==> src/rtl/brb_pkg.sv <==
package brb_pkg;
  localparam int unsigned WORD_W    = 32;
  localparam int unsigned IDX_GEN   = 1;
  localparam int unsigned IDX_ENSET = 12;
  localparam int unsigned IDX_ENCLR = 13;
  localparam int unsigned IDX_EN    = 14;
  localparam int unsigned IDX_STAT  = 15;
  localparam int unsigned RST_BIT   = 2;

  typedef logic [WORD_W-1:0] word_t;

  function automatic word_t reset_value(input int unsigned k);
    case (k)
      0:       return 32'h0000_0C40;
      1:       return 32'h0000_1384;
      2:       return 32'h2BFF_8010;
      3:       return 32'h255E_0091;
      4:       return 32'h0000_6140;
      7:       return 32'h0000_01FF;
      8:       return 32'h0000_01FF;
      26:      return 32'h0000_0008;
      27:      return 32'h1000_0000;
      default: return '0;
    endcase
  endfunction
endpackage

==> src/rtl/brb_decode.sv <==
module brb_decode #(
  parameter int unsigned ADDR_W    = 8,
  parameter int unsigned NUM_WORDS = 28,
  localparam int unsigned IDX_W    = $clog2(NUM_WORDS)
) (
  input  logic              req_i,
  input  logic [ADDR_W-1:0] addr_i,
  input  logic [3:0]        be_i,
  output logic              hit_o,
  output logic [IDX_W-1:0]  idx_o
);
  logic [ADDR_W-3:0] word_addr;

  assign word_addr = addr_i[ADDR_W-1:2];
  assign idx_o     = word_addr[IDX_W-1:0];
  assign hit_o     = req_i && (be_i == 4'hF) && (addr_i[1:0] == 2'b00) &&
                     (32'(word_addr) < NUM_WORDS);

  always_comb begin
    if (hit_o) a_idx_in_range_r7 : assert (32'(idx_o) < NUM_WORDS);
  end
endmodule

==> src/rtl/brb_intr_en.sv <==
module brb_intr_en
  import brb_pkg::*;
(
  input  logic  clk_i,
  input  logic  rst_ni,
  input  logic  set_we_i,
  input  logic  clr_we_i,
  input  word_t wdata_i,
  output word_t en_o
);
  always_ff @(posedge clk_i or negedge rst_ni) begin
    if (!rst_ni)       en_o <= '0;
    else if (set_we_i) en_o <= en_o | wdata_i;
    else if (clr_we_i) en_o <= en_o & ~wdata_i;
  end

  p_set_ors_r3 : assert property (@(posedge clk_i) disable iff (!rst_ni)
    set_we_i |=> ((en_o & $past(wdata_i)) == $past(wdata_i)));

  p_clr_clears_r4 : assert property (@(posedge clk_i) disable iff (!rst_ni)
    clr_we_i |=> ((en_o & $past(wdata_i)) == '0));

  p_en_stable_r5 : assert property (@(posedge clk_i) disable iff (!rst_ni)
    (!set_we_i && !clr_we_i) |=> $stable(en_o));
endmodule

==> src/rtl/brb_rst_req.sv <==
module brb_rst_req (
  input  logic clk_i,
  input  logic rst_ni,
  input  logic gen_we_i,
  input  logic old_bit_i,
  input  logic new_bit_i,
  output logic pulse_o
);
  always_ff @(posedge clk_i or negedge rst_ni) begin
    if (!rst_ni) pulse_o <= 1'b0;
    else         pulse_o <= gen_we_i && !old_bit_i && new_bit_i;
  end

  p_single_pulse_r6 : assert property (@(posedge clk_i) disable iff (!rst_ni)
    pulse_o |=> !pulse_o);

  p_pulse_cause_r6 : assert property (@(posedge clk_i) disable iff (!rst_ni)
    $rose(pulse_o) |-> $past(gen_we_i));
endmodule

==> src/rtl/bridge_ctrl_regs.sv <==
module bridge_ctrl_regs
  import brb_pkg::*;
#(
  parameter int unsigned ADDR_W    = 8,
  parameter int unsigned NUM_WORDS = 28,
  localparam int unsigned IDX_W    = $clog2(NUM_WORDS),
  localparam int unsigned CFG_W    = NUM_WORDS * WORD_W
) (
  input  logic              clk_i,
  input  logic              rst_ni,
  input  logic              req_i,
  input  logic              we_i,
  input  logic [ADDR_W-1:0] addr_i,
  input  logic [3:0]        be_i,
  input  logic [31:0]       wdata_i,
  input  logic [31:0]       int_status_i,
  output logic [31:0]       rdata_o,
  output logic [CFG_W-1:0]  cfg_o,
  output logic              sys_rst_req_o
);
  logic             hit;
  logic [IDX_W-1:0] idx;
  logic             wr_hit, rd_req;
  word_t            en_q;

  brb_decode #(.ADDR_W(ADDR_W), .NUM_WORDS(NUM_WORDS)) u_decode (
    .req_i (req_i),
    .addr_i(addr_i),
    .be_i  (be_i),
    .hit_o (hit),
    .idx_o (idx)
  );

  assign wr_hit = hit && we_i;
  assign rd_req = req_i && !we_i;

  brb_intr_en u_intr_en (
    .clk_i   (clk_i),
    .rst_ni  (rst_ni),
    .set_we_i(wr_hit && (32'(idx) == IDX_ENSET)),
    .clr_we_i(wr_hit && (32'(idx) == IDX_ENCLR)),
    .wdata_i (wdata_i),
    .en_o    (en_q)
  );

  brb_rst_req u_rst_req (
    .clk_i    (clk_i),
    .rst_ni   (rst_ni),
    .gen_we_i (wr_hit && (32'(idx) == IDX_GEN)),
    .old_bit_i(cfg_o[IDX_GEN*WORD_W + RST_BIT]),
    .new_bit_i(wdata_i[RST_BIT]),
    .pulse_o  (sys_rst_req_o)
  );

  for (genvar k = 0; k < NUM_WORDS; k++) begin : g_word
    word_t q;
    if (k == IDX_EN) begin : g_en
      assign q = en_q;
    end else if (k == IDX_STAT) begin : g_stat
      always_ff @(posedge clk_i or negedge rst_ni) begin
        if (!rst_ni) q <= '0;
        else         q <= int_status_i;
      end
    end else begin : g_plain
      always_ff @(posedge clk_i or negedge rst_ni) begin
        if (!rst_ni)                          q <= reset_value(k);
        else if (wr_hit && (32'(idx) == k))   q <= wdata_i;
      end
    end
    assign cfg_o[k*WORD_W +: WORD_W] = q;
  end

  always_ff @(posedge clk_i or negedge rst_ni) begin
    if (!rst_ni)     rdata_o <= '0;
    else if (rd_req) rdata_o <= hit ? cfg_o[32'(idx)*WORD_W +: WORD_W] : '0;
  end

  p_miss_read_zero_r8 : assert property (@(posedge clk_i) disable iff (!rst_ni)
    (rd_req && !hit) |=> (rdata_o == '0));

  p_rdata_hold_r9 : assert property (@(posedge clk_i) disable iff (!rst_ni)
    !rd_req |=> $stable(rdata_o));
endmodule

==> config.mk <==
export PLATFORM = sky130hd
export DESIGN_NAME = bridge_ctrl_regs
export DESIGN_NICKNAME = d
export VERILOG_FILES = /design/src/rtl/brb_pkg.sv /design/src/rtl/brb_decode.sv /design/src/rtl/brb_intr_en.sv /design/src/rtl/brb_rst_req.sv /design/src/rtl/bridge_ctrl_regs.sv
export SDC_FILE = /design/constraint.sdc
export NUM_CORES = 1
export LEC_CHECK = 0
export BUFFER_PORTS_ARGS = -buffer_cell sky130_fd_sc_hd__buf_2
export CAP_MARGIN = 40
export CORE_AREA = 2 2 392 394
export CTS_CLUSTER_DIAMETER = 50
export DETAILED_ROUTE_END_ITERATION = 10
export DIE_AREA = 0 0 394 396
export HOLD_SLACK_MARGIN = 0.05
export SYNTH_ARGS = -nofsm -noshare
export SYNTH_HDL_FRONTEND = slang
export SYNTH_HIERARCHICAL = 1
export SYNTH_SLANG_ARGS = --single-unit
==> constraint.sdc <==
create_clock -name clk_i -period 3.65 [get_ports clk_i]
set_input_delay 0.365 -clock clk_i [delete_from_list [all_inputs] [get_ports clk_i]]
set_output_delay 0.365 -clock clk_i [all_outputs]
set_load 0.01 [all_outputs]
After elaboration in Yosys (flattened, before gate mapping)
Index checks and enable logic that the tools add are counted.
- div/mod/pow operators: 0
- muxes and demuxes: 3
- bitwise operators: 3
- magnitude comparators: 1
- reduce and logical (&&, ||, !) cells: 38
- eq/ne operators: 26
- add/subtract/negate cells: 0
- shift-type cells: 1
- multipliers: 0
- operators with widths (operator ; count):
    $shiftx A896 B11 Y32 ; 1
    $mux W32 ; 3
    $eq A5 B5 Y1 const B ; 12
    $logic_and A1 B1 Y1 ; 33
    $and A32 B32 Y32 ; 1
    $not A32 Y32 ; 1
    $or A32 B32 Y32 ; 1
    $eq A5 B4 Y1 const B ; 6
    $eq A5 B3 Y1 const B ; 4
    $eq A5 B2 Y1 const B ; 2
    $lt A6 B5 Y1 const B ; 1
    $eq A5 B1 Y1 const B ; 1
    $logic_not A5 Y1 ; 1
    $eq A4 B4 Y1 const B ; 1
    $logic_not A1 Y1 ; 2
    $logic_not A2 Y1 ; 1
    $reduce_bool A2 Y1 ; 1
- register bits: 929
- input port bits: 80
- bits in writable memories: 0
- memories: 0
- bits in latches: 0
- memory bits (read-only): 0

Longest topological paths before layout
Gate-level depths: netlist of run 1.
- word-level depth: 8
- gate-level depth with buffers: 10
- mapped depth without buffers: 7

Hierarchy
The synthesis of run 1 kept the hierarchy.
- modules (own cells, without submodules) (module ; area each (µm²) ; instances ; cells each):
    bridge_ctrl_regs ; 40456.3 ; 1 ; 2680
    brb_intr_en ; 1249.9 ; 1 ; 102
    brb_decode ; 72.6 ; 1 ; 8
    brb_rst_req ; 33.8 ; 1 ; 2

Worst setup path after synthesis of run 1
No wires, ideal clock.
- path type: input to register
- start: in addr_i[7]
- end: reg (tool-made name)
- path buffers: 3
- data required time: 3529 ps
- stages on the path: 9
- path slack: 1380 ps
- arrival time: 2149 ps
- cell sequence: nand4b_1 a311oi_2 and4b_1 and2_1 clkbuf_1 buf_2 buf_6 nand2_1 a22o_1
- RTL lines (element ; RTL line ; source):
    start: declaration ; bridge_ctrl_regs.sv:13 ; input logic [ADDR_W-1:0] addr_i,

Worst setup path in the final report of run 1
- start: in addr_i[4]
- end: reg g_word[5].q[1]
- cells in the longest elaborated chain, start to end: 4
- elaborated cells between the ends (all ways): 5
- ends and longest elaborated chain (element ; RTL line ; source):
    $lt A6 B5 Y1 ; brb_decode.sv:17 ; (32'(word_addr) < NUM_WORDS);
    $logic_and A1 B1 Y1 ; brb_decode.sv:16 ; assign hit_o = req_i && (be_i == 4'hF) && (addr_i[1:0] == 2'b00) &&
    net hit ; bridge_ctrl_regs.sv:21 ; logic hit;
    $logic_and A1 B1 Y1 ; bridge_ctrl_regs.sv:34 ; assign wr_hit = hit && we_i;
    $logic_and A1 B1 Y1 ; bridge_ctrl_regs.sv:67 ; else if (wr_hit && (32'(idx) == k)) q <= wdata_i;
    end signal: assignment ; bridge_ctrl_regs.sv:66 ; if (!rst_ni) q <= reset_value(k);
    end signal: assignment ; bridge_ctrl_regs.sv:67 ;
    end: declaration ; bridge_ctrl_regs.sv:56 ; word_t q;
The timed path passes the listed nets, and every way through them passes these cells.
A chain may end at the register's enable or synchronous reset.

==> results.toml, run 1 <==
[outcome]
status = "finished, final reports clean"

[setup_path]
critPathCaptureType = "register"
cp-start-kind = "primary input"
crit_fanout = 34
worstPathArrival_ns = 3.14
path_cells = "buf_4, a311oi_2, and3b_1, nand3b_1, nor3b_4, buf_12, mux2_1"
crit_path_max_incr_delay_ns = 0.74
crit_family = "simple AND/OR/NAND/NOR gates"
cp_slowest_cell = "a311oi_2"
criticalPathCategory = "in -> reg"
cp.required_ns = 4.25
cp_num_buf_inv = 2

[finish]
final_util = 0.359
nFillCells = 14900
layout-drive-gt1-share = 0.597
area_growth_pct = 30.0
final_nets = 3897

[sta]
hold_viol = 0
setup_viol = 0
final.setup.tns_ns = 0
fmaxAchievable_mhz = 393
fin_crit_sh = 0.696
fin_crit_ns = 2.54
rsz0062_at_grt = "no"
slew_headroom = 0.366
clock_skew_ns = 0.0530
tightestPinTransition_ns = 0.951
slew_viol_final = 0

[floorplanning]
ios = 1009
dieArea_um2 = 156000
rows = 143
die_y_um = 396
fp.coreArea_um2 = 152000
start_util = 0.276
die_w_um = 394

[hold_path]
hp-class = "in -> reg"

[power_and_ir_drop]
total_leakage_power_uw = 0.0288
p_comb_frac = 0.054
switching_share = 0.246
vdd_drop_max_mv = 0.388
clock_power_share = 0.512
p_per_area_nw_per_um2 = 441
power_frac_seq = 0.434
p_total_uw = 23900
switchingPower_uw = 5900
intPower_uw = 18100

[grt]
grt_remaining_overflow = 0
antenna_found_initial = 16
grt_pass1_wl_um = 263000
grt_max_degree = 85
first_global_vias = 31800
grt.total_usage = 0.238

[placed_design]
port-buffer-count = 1008
dp_hpwl_um = 136000
globalplace.congestion = 0.884

[synth]
synth_xor_area_frac = 0
synth_top_area_share = 0.522
synth_cells = 2792
yosys_warnings = 6
ys_top_cells_by_area = "dfrtp_1 52%, mux2_2 21%, mux2i_1 6.1%, mux4_2 5.2%, dfstp_2 3.6%"
synth_top_family_by_area = "multiplexers"
syn_avg_cell_area_um2 = 15.0
yosys.area.top_type = "dfrtp_1"
ys_seq_area_frac = 0.558
synth.distinct_cells = 42
synth_flop_cell = "dfrtp_1"
netlist_area_um2 = 41800
syn_nets = 2872
synth_seq_cells = 929
synthAdderAreaFrac = 0
synth_edf_count = 0
muxShareOfSynthArea = 0.337
ys_async_sr_fraction = 1.00
synth_simple_gate_area_share = 0.0147
synth_compound_area_frac = 0.0582

[detailed_routing]
vias_per_cell = 5.19
first_pass_iters = 5
post-route-drc-count = 0
ant_nets = 0
drtIter0Drc = 2095
wirelength_um = 190000
wl_per_cell_um = 31.9
via_count = 30900

[clock_network]
clock_latency_ns = 0.76
cts_tree = "done"
cts_buffers = 118
cts_max_path_buffers = 3
postCtsSetupBuffers = 0
cts_root_buf = "clkbuf_16"
h-tree-depth = 3
clock-sinks = 929
clk_pin_slew_ns = 0.06

[run]
cap_violations = 0
-- layer usage --
layer	track usage	wire length (µm)
met1	0.292	75100
met2	0.389	90900
met3	0.0612	14700
met4	0.112	9350
met5	0	22
-- power groups by stage --
stage          Combinational, µW  Sequential, µW  Clock (µW)
2_1_floorplan                497           10600           0
3_3_place_gp                1270           10600           0
3_5_place_dp                1280           10600           0
4_1_cts                     1320           10400       12500
5_1_grt                     1380           10400       12900
6_report                    1300           10400       12300
-- synthesized netlist by cell type, drive strengths merged (2+ instances only) --
| library cell | number |
|---|---|
| dfrtp | 872 |
| mux2 | 832 |
| mux2i | 256 |
| buf | 146 |
| clkbuf | 120 |
| mux4 | 96 |
| nand2 | 76 |
| a22o | 64 |
| a22oi | 64 |
| dfstp | 57 |
| a2111oi | 32 |
| a32oi | 32 |
| o21ai | 32 |
| o221ai | 32 |
| o22ai | 32 |
| nor2 | 9 |
| nor2b | 6 |
| nand3 | 4 |
| and2 | 3 |
| and3b | 3 |
| nand3b | 3 |
| nor3 | 3 |
| and4b | 2 |
| inv | 2 |
| nand2b | 2 |
| nand4 | 2 |
| or3b | 2 |
-- stage by stage --
stage          setup WS, ns  cells  hold WS [ns]  cell area, µm²
6_report               1.11   5955         0.139           54400
5_1_grt                1.05   5955        0.0995           54400
4_1_cts                1.26   5953        0.0522           54400
3_5_place_dp          0.459   5694         0.471           49900
3_3_place_gp          0.475   5691         0.466           49800
2_1_floorplan          1.38   2792        0.0694           41800
-- layout make-up --
class,count,area (µm²),area share
multi-input cells,1595,17400,0.320
well taps,2030,2540,0.0467
flip-flops and latches,929,23300,0.429
diodes,2,5.00,0.0000921
repair buffers,1171,6950,0.128
clock inverters,63,837,0.0154
clock buffers,163,3310,0.0609
inverters,2,7.51,0.000138
-- repair_timing --
action,in CTS,in global routing
gates resized for setup,0,0
hold buffers,33,0
endpoints found under the hold margin,83,0
endpoints found under the setup margin,0,0
-- path summary, 6_finish.rpt --
check                                     start          endpoint  slack, ns  cells after the start
worst max register to register  g_word[4].q[31]       rdata_o[31]       1.40                      5
max in group asynchronous                rst_ni   g_word[3].q[22]       2.21                      3
min in group asynchronous                rst_ni  g_word[20].q[28]       0.27                      2
worst min-delay path                wdata_i[31]  g_word[17].q[31]       0.14                      2
worst min register to register      rdata_o[10]       rdata_o[10]       0.48                      2
worst max-delay path                  addr_i[4]    g_word[5].q[1]       1.11                      7
-- kinds of logic (layout without fill, tap and decap cells) --
kind of cell,after synthesis,count (layout)
muxes,1184,1184
DFF,929,929
AOI/OAI and AO/OA,289,289
buffers and inverters,268,1399
and+or+nand+nor,122,122
other,0,2
-- sequential cells by signal, summed over array words and instances, names as in the netlist, named ones only --
| name | cells |
|---|---|
| rdata_o | 32 |
| u_rst_req/pulse_o | 1 |
| g_word.q | 864 |
-- cells in the final DEF (no fill, tap or decap), drive strengths merged, types with 2 or more instances in the layout --
master	Yosys	layout
mux2i	256	256
bufinv	0	13
nand2b	2	2
nand2	76	76
o22ai	32	32
a32oi	32	32
inv	2	14
and4b	2	2
dlygate4sd3	0	33
clkinvlp	0	3
nand3b	3	3
mux4	96	96
nor3	3	3
mux2	832	832
nand4	2	2
and3b	3	3
o221ai	32	32
diode	0	2
and2	3	3
a22oi	64	64
clkbuf	120	163
nand3	4	4
dfstp	57	57
dfrtp	872	872
nor2b	6	6
a2111oi	32	32
clkinv	0	35
a22o	64	64
nor2	9	9
or3b	2	2
buf	146	1137
o21ai	32	32
No activity file was read; power rests on OpenSTA's default activity.
==> run 2, diff against run 1 <==
==> constraint.sdc (replaced) <==
create_clock -name clk_i -period 2.5 [get_ports clk_i]
set_input_delay 0.25 -clock clk_i [delete_from_list [all_inputs] [get_ports clk_i]]
set_output_delay 0.25 -clock clk_i [all_outputs]
set_load 0.01 [all_outputs]
==> run 2 against run 1 <==
Sequential cell count is the same. Critical path type is now reg -> reg. Register-to-register slack lost 1.0 ns. Core utilization grew 0.96 points. Count of clock-buffer cells in the layout shrank 8. Largest cell class unchanged. Power grew 46%. First-iteration DRC count grew 11%. Critical path depth shrank 2. Via count grew 1.4%. Global-route usage grew 0.34 points.
==> results.toml, run 2 (synthesized netlist as in run 1, its figures left out) <==
[setup_path]
cp.required_ns = 3.11
reg2reg_setup_slack_ns = 0.40
r2r-start = "g_word[4].q[31]"
critPathCaptureType = "register"
crit_fanout = 3
r2r-end = "rdata_o[31]"
worstPathArrival_ns = 2.71
reg2regPathDepth = 5
setup.worst_path.end = "rdata_o[31]"
cp-startpoint = "g_word[4].q[31]"
cp-start-kind = "register"
criticalPathCategory = "reg -> reg"

[placed_design]
port-buffer-count = 1008
dp_slack_ns = -0.323
dp_hpwl_um = 144000
placed_cells = 5784
globalplace.congestion = 0.916

[detailed_routing]
ant_nets = 0
first_pass_iters = 5
wl_per_cell_um = 31.9
drtIter0Drc = 2324
wirelength_um = 193000
vias_per_cell = 5.17
post-route-drc-count = 0
via_count = 31400

[sta]
holdWs_ns = 0.137
rsz0062_at_grt = "no"
fmaxAchievable_mhz = 475
fin_crit_ns = 2.10
fin_crit_sh = 0.841
slew_viol_final = 0
slew_headroom = 0.441
setup_ws_ns = 0.396
hold_viol = 0
setup_viol = 0
clock_skew_ns = 0.0731
tightestPinTransition_ns = 0.838

[clock_network]
h-tree-depth = 3
cts_tree = "done"
cts_root_buf = "clkbuf_16"
cts_max_path_buffers = 3
clock-sinks = 929
hold_buffers = 55
clock_latency_ns = 0.75
postCtsSetupBuffers = 0
post_cts_resized = 0
clk_pin_slew_ns = 0.06
cts_buffers = 119

[grt]
antenna_found_initial = 10
grt_remaining_overflow = 0
grt.total_usage = 0.241
grt_pass1_wl_um = 266000
first_global_vias = 31800
grt_max_degree = 103

[floorplanning]
rows = 143
start_util = 0.276
die_w_um = 394
die_y_um = 396
ios = 1009
fp.coreArea_um2 = 152000
dieArea_um2 = 156000

[finish]
stdcell_count = 6070
area_growth_pct = 33.5
layout_commonest_cell = "buf_2"
top_register = "g_word.q"
final_cell_mix = "1003 x buf_2, 872 x dfrtp_1, 782 x mux2_2"
final_nets = 4011
layout-drive-gt1-share = 0.603
largest_reg_flops = 864
largest_registers = "g_word.q x864, rdata_o x32, u_rst_req/pulse_o x1"

[power_and_ir_drop]
total_leakage_power_uw = 0.0295
vdd_drop_max_mv = 0.584
p_per_area_nw_per_um2 = 629

[outcome]
status = "finished, final reports clean"

[hold_path]
hp-class = "in -> reg"

[run]
cap_violations = 0
## run 2: cell types whose count changed in the layout (fill, tap and decap cells not counted), moves of 3 or more
cell	delta
clkinv_4	+7
clkbuf_8	-6
buf_12	+41
dlygate4sd3_1	+22
clkbuf_1	-3
buf_4	+50
inv_6	+5
clkinv_2	-11
clkinv_8	+3
clkinvlp_4	+5
## run 2: power by group
| part | switching [µW] | internal [µW] | total, µW |
|---|---|---|---|
| logic | 1380 | 642 | 2030 |
| clock network | 7390 | 10500 | 17900 |
| registers | 56.5 | 15100 | 15200 |
## run 2: worst min path at each step
stage | start | to | slack, ns | cells after the start
final | wdata_i[0] | register | 0.14 | 3
after global routing | int_status_i[25] | g_word[15].q[25] | 0.1 | 2
after CTS | wdata_i[6] | register | 0.05 | 3
after detailed placement | rst_ni | g_word[10].q[9] | 0.21 | 1
after global placement | rst_ni | g_word[2].q[9] | 0.22 | 1
after floorplan | rst_ni | g_word[0].q[0] | -0.05 | 0
## run 2: area by class of cell
type / instances / area [µm²]
sequential: 929 / 23300
fill: 14800 / 95700
timing repair buffer: 1284 / 8370
antenna: 3 / 7.51
multi-input combinational: 1595 / 17400
clock inverter: 72 / 936
clock buffer: 155 / 3240
tap: 2030 / 2540
inverter: 2 / 7.51
## run 2: metal layers
metal  wire (µm)  vias to the layer above  track usage
met4        8470                        0       0.0959
li1            -                    12800            -
met2       93000                     1509        0.399
met5           0                        -            0
met3       14200                      347       0.0577
met1       77700                    16700        0.302
## run 2: critical path, stage by stage (launching register included)
cell and delay, ns:
dfrtp_1 0.49, mux4_2 0.50, a22o_1 0.29, a2111oi_1 0.41, buf_4 0.22, o21ai_1 0.06
## run 2: stage by stage
stage	cell area (µm²)	util	setup TNS, ns	total power [µW]
final	55800	0.368	0	35100
after global routing	55800	0.368	0	36100
after CTS	55800	0.368	0	35400
after detailed placement	51100	0.337	-35.66	17400
after global placement	51000	0.337	-39.35	17400
after floorplan	41800	-	0	16200
==> run 3, diff against run 2 <==
--- a/config.mk
+++ b/config.mk
@@ -5,12 +5,13 @@
 export SDC_FILE = /design/constraint.sdc
 export NUM_CORES = 1
 export LEC_CHECK = 0
+export ABC_AREA = 1
 export BUFFER_PORTS_ARGS = -buffer_cell sky130_fd_sc_hd__buf_2
 export CAP_MARGIN = 40
-export CORE_AREA = 2 2 392 394
+export CORE_AREA = 2 2 388 390
 export CTS_CLUSTER_DIAMETER = 50
 export DETAILED_ROUTE_END_ITERATION = 10
-export DIE_AREA = 0 0 394 396
+export DIE_AREA = 0 0 390 392
 export HOLD_SLACK_MARGIN = 0.05
 export SYNTH_ARGS = -nofsm -noshare
 export SYNTH_HDL_FRONTEND = slang
==> constraint.sdc (replaced) <==
create_clock -name clk_i -period 1.8 [get_ports clk_i]
set_input_delay 0.18 -clock clk_i [delete_from_list [all_inputs] [get_ports clk_i]]
set_output_delay 0.18 -clock clk_i [all_outputs]
set_load 0.01 [all_outputs]
==> run 3 against run 2 <==
Combinational power increased by 57%. Count of clock-buffer cells in the layout increased by 29. Critical path depth shrank 4. Core utilization grew 2.0 points. Register-to-register slack got worse by 0.28 ns. Largest power group unchanged. Clock power grew 57%. Critical path type is now reg -> out. Hold slack worse by 0.031 ns. Global-route usage up 4.5 points. Clock skew shrank 0.033 ns. Sequential cell count unchanged.
==> results.toml, run 3 <==
[detailed_routing]
drtIter0Drc = 4127
wirelength_um = 225000
wl_per_cell_um = 25.2
first_pass_iters = 6
post-route-drc-count = 0
vias_per_cell = 5.01
ant_nets = 0
via_count = 44600

[setup_path]
crit_path_max_incr_delay_ns = 0.57
cp_num_buf_inv = 1
criticalPathCategory = "reg -> out"
critPathCaptureType = "output port"
cp_num_cells = 1
cp_slowest_cell = "dfrtp_1"
crit_family = "flip-flops"
path_cells = "buf_2"
setup.worst_path.end = "cfg_o[455]"
cp.required_ns = 1.62
r2r-end = "rdata_o[18]"
r2r-start = "g_word[10].q[18]"
worstPathArrival_ns = 1.54
crit_fanout = 3
reg2regPathDepth = 10
reg2reg_setup_slack_ns = 0.12
cp-start-kind = "register"

[sta]
rsz0062_at_grt = "no"
holdWs_ns = 0.105
slew_viol_final = 0
hold_viol = 0
fin_crit_sh = 0.957
fmaxAchievable_mhz = 580
clock_skew_ns = 0.0403
tightestPinTransition_ns = 0.596
slew_headroom = 0.603
final.setup.tns_ns = 0
fin_crit_ns = 1.72
setup_viol = 0

[synth]
ys_async_sr_fraction = 1.00
synth_cells = 5665
synth.distinct_cells = 21
yosys_warnings = 6
netlist_area_um2 = 42600
synth_top_area_share = 0.512
syn_nets = 5745
synth_flop_cell = "dfrtp_1"
yosysMostFrequentCell = "nand2_1"
synth_seq_cells = 929
syn_avg_cell_area_um2 = 7.52
ys_top_cells_by_area = "dfrtp_1 51%, nand2_1 28%, o21ai_0 9.6%, dfstp_2 3.5%, clkbuf_1 2.2%"
ys_seq_area_frac = 0.548
synth_commonest_cells = "3182 x nand2_1, 872 x dfrtp_1, 814 x o21ai_0"
yosys.area.top_type = "dfrtp_1"
synth_edf_count = 0

[hold_path]
hp-class = "in -> reg"

[power_and_ir_drop]
p_comb_frac = 0.061
switchingPower_uw = 13100
power_frac_seq = 0.403
intPower_uw = 39300
clock_power_share = 0.536
total_leakage_power_uw = 0.0317
vdd_drop_max_mv = 0.821
switching_share = 0.250
p_per_area_nw_per_um2 = 905

[run]
cap_violations = 0

[outcome]
status = "finished, final reports clean"

[floorplanning]
rows = 142
start_util = 0.286
die_w_um = 390
fp.coreArea_um2 = 149000
dieArea_um2 = 153000
ios = 1009
die_y_um = 392

[placed_design]
globalplace.congestion = 0.952
placed_area_um2 = 52100
dp_hpwl_um = 167000
port-buffer-count = 1008

[finish]
largest_reg_flops = 864
largest_registers = "g_word.q x864, rdata_o x32, u_rst_req/pulse_o x1"
layout-drive-gt1-share = 0.242
layout_commonest_cell = "nand2_1"
area_growth_pct = 35.8
final_util = 0.388
top_register = "g_word.q"
final_cell_mix = "3173 x nand2_1, 1002 x buf_2, 870 x dfrtp_1"
final_area_um2 = 57800
final_nets = 6907

[grt]
grt.total_usage = 0.286
grt_remaining_overflow = 0
antenna_found_initial = 25
grt_pass1_wl_um = 314000
first_global_vias = 42300
grt_max_degree = 103

[clock_network]
cts_tree = "done"
clk_pin_slew_ns = 0.06
clock_latency_ns = 0.76
clock-sinks = 929
h-tree-depth = 4
cts_max_path_buffers = 3
cts_root_buf = "clkbuf_16"
cts_buffers = 134
postCtsSetupBuffers = 0
run 3: timing repair:
action                                  CTS  global route
hold buffers                             91             0
setup endpoints to repair                 7             2
endpoints found under the hold margin  1347             0
gates resized for setup                   9             2
run 3: logic make-up (layout without fill, tap and decap cells):
| family | Yosys count | after routing | synth area share |
|---|---|---|---|
| AO/OA/AOI/OAI | 864 | 864 | 0.102 |
| buffers and inverters | 460 | 1732 | 0.0461 |
| flip-flops | 929 | 929 | 0.548 |
| other | 0 | 17 | 0 |
| AND/OR/NAND/NOR | 3412 | 3412 | 0.305 |
run 3: metrics by stage:
step | total power [µW] | std cells | worst slack (ns)
6_report | 52300 | 8898 | 0.0773
5_1_grt | 53700 | 8895 | 0.0293
4_1_cts | 52700 | 8881 | 0.0265
3_5_place_dp | 24500 | 8544 | -0.701
3_3_place_gp | 24500 | 8544 | -0.701
2_1_floorplan | 22300 | 5665 | 0.224
run 3: cell type report:
cell class / instances / area (µm²)
repair buffers: 1435 / 9700
inverters: 51 / 208
clock buffers: 184 / 3850
clock inverters: 62 / 872
diodes: 17 / 42.5
flip-flops and latches: 929 / 23300
multi-input cells: 4276 / 17400
fillers: 15400 / 91100
well taps: 1944 / 2430
run 3: worst min path at each step:
stage | startpoint | end | slack, ns | cells past startpoint
after floorplan | rst_ni | g_word[0].q[0] | -0.12 | 0
after global placement | rst_ni | g_word[3].q[12] | 0.15 | 1
after detailed placement | rst_ni | g_word[3].q[12] | 0.15 | 1
after CTS | int_status_i[15] | g_word[15].q[15] | 0.06 | 2
after global routing | int_status_i[31] | g_word[15].q[31] | 0.09 | 2
final | int_status_i[15] | g_word[15].q[15] | 0.11 | 2
run 3: metal layers:
metal  wire length (µm)  global-route usage
met4              12100               0.140
met2             108000               0.476
met5                 23                   0
met3              20000              0.0705
met1              84800               0.344
run 3: power by group through the flow:
stage               Combinational [µW]  Clock (µW)  Sequential, µW
finish                            3180       28100           21100
global route                      3390       29300           21100
floorplan                          886           0           21400
CTS                               3220       28400           21100
global placement                  3020           0           21400
detailed placement                3030           0           21400
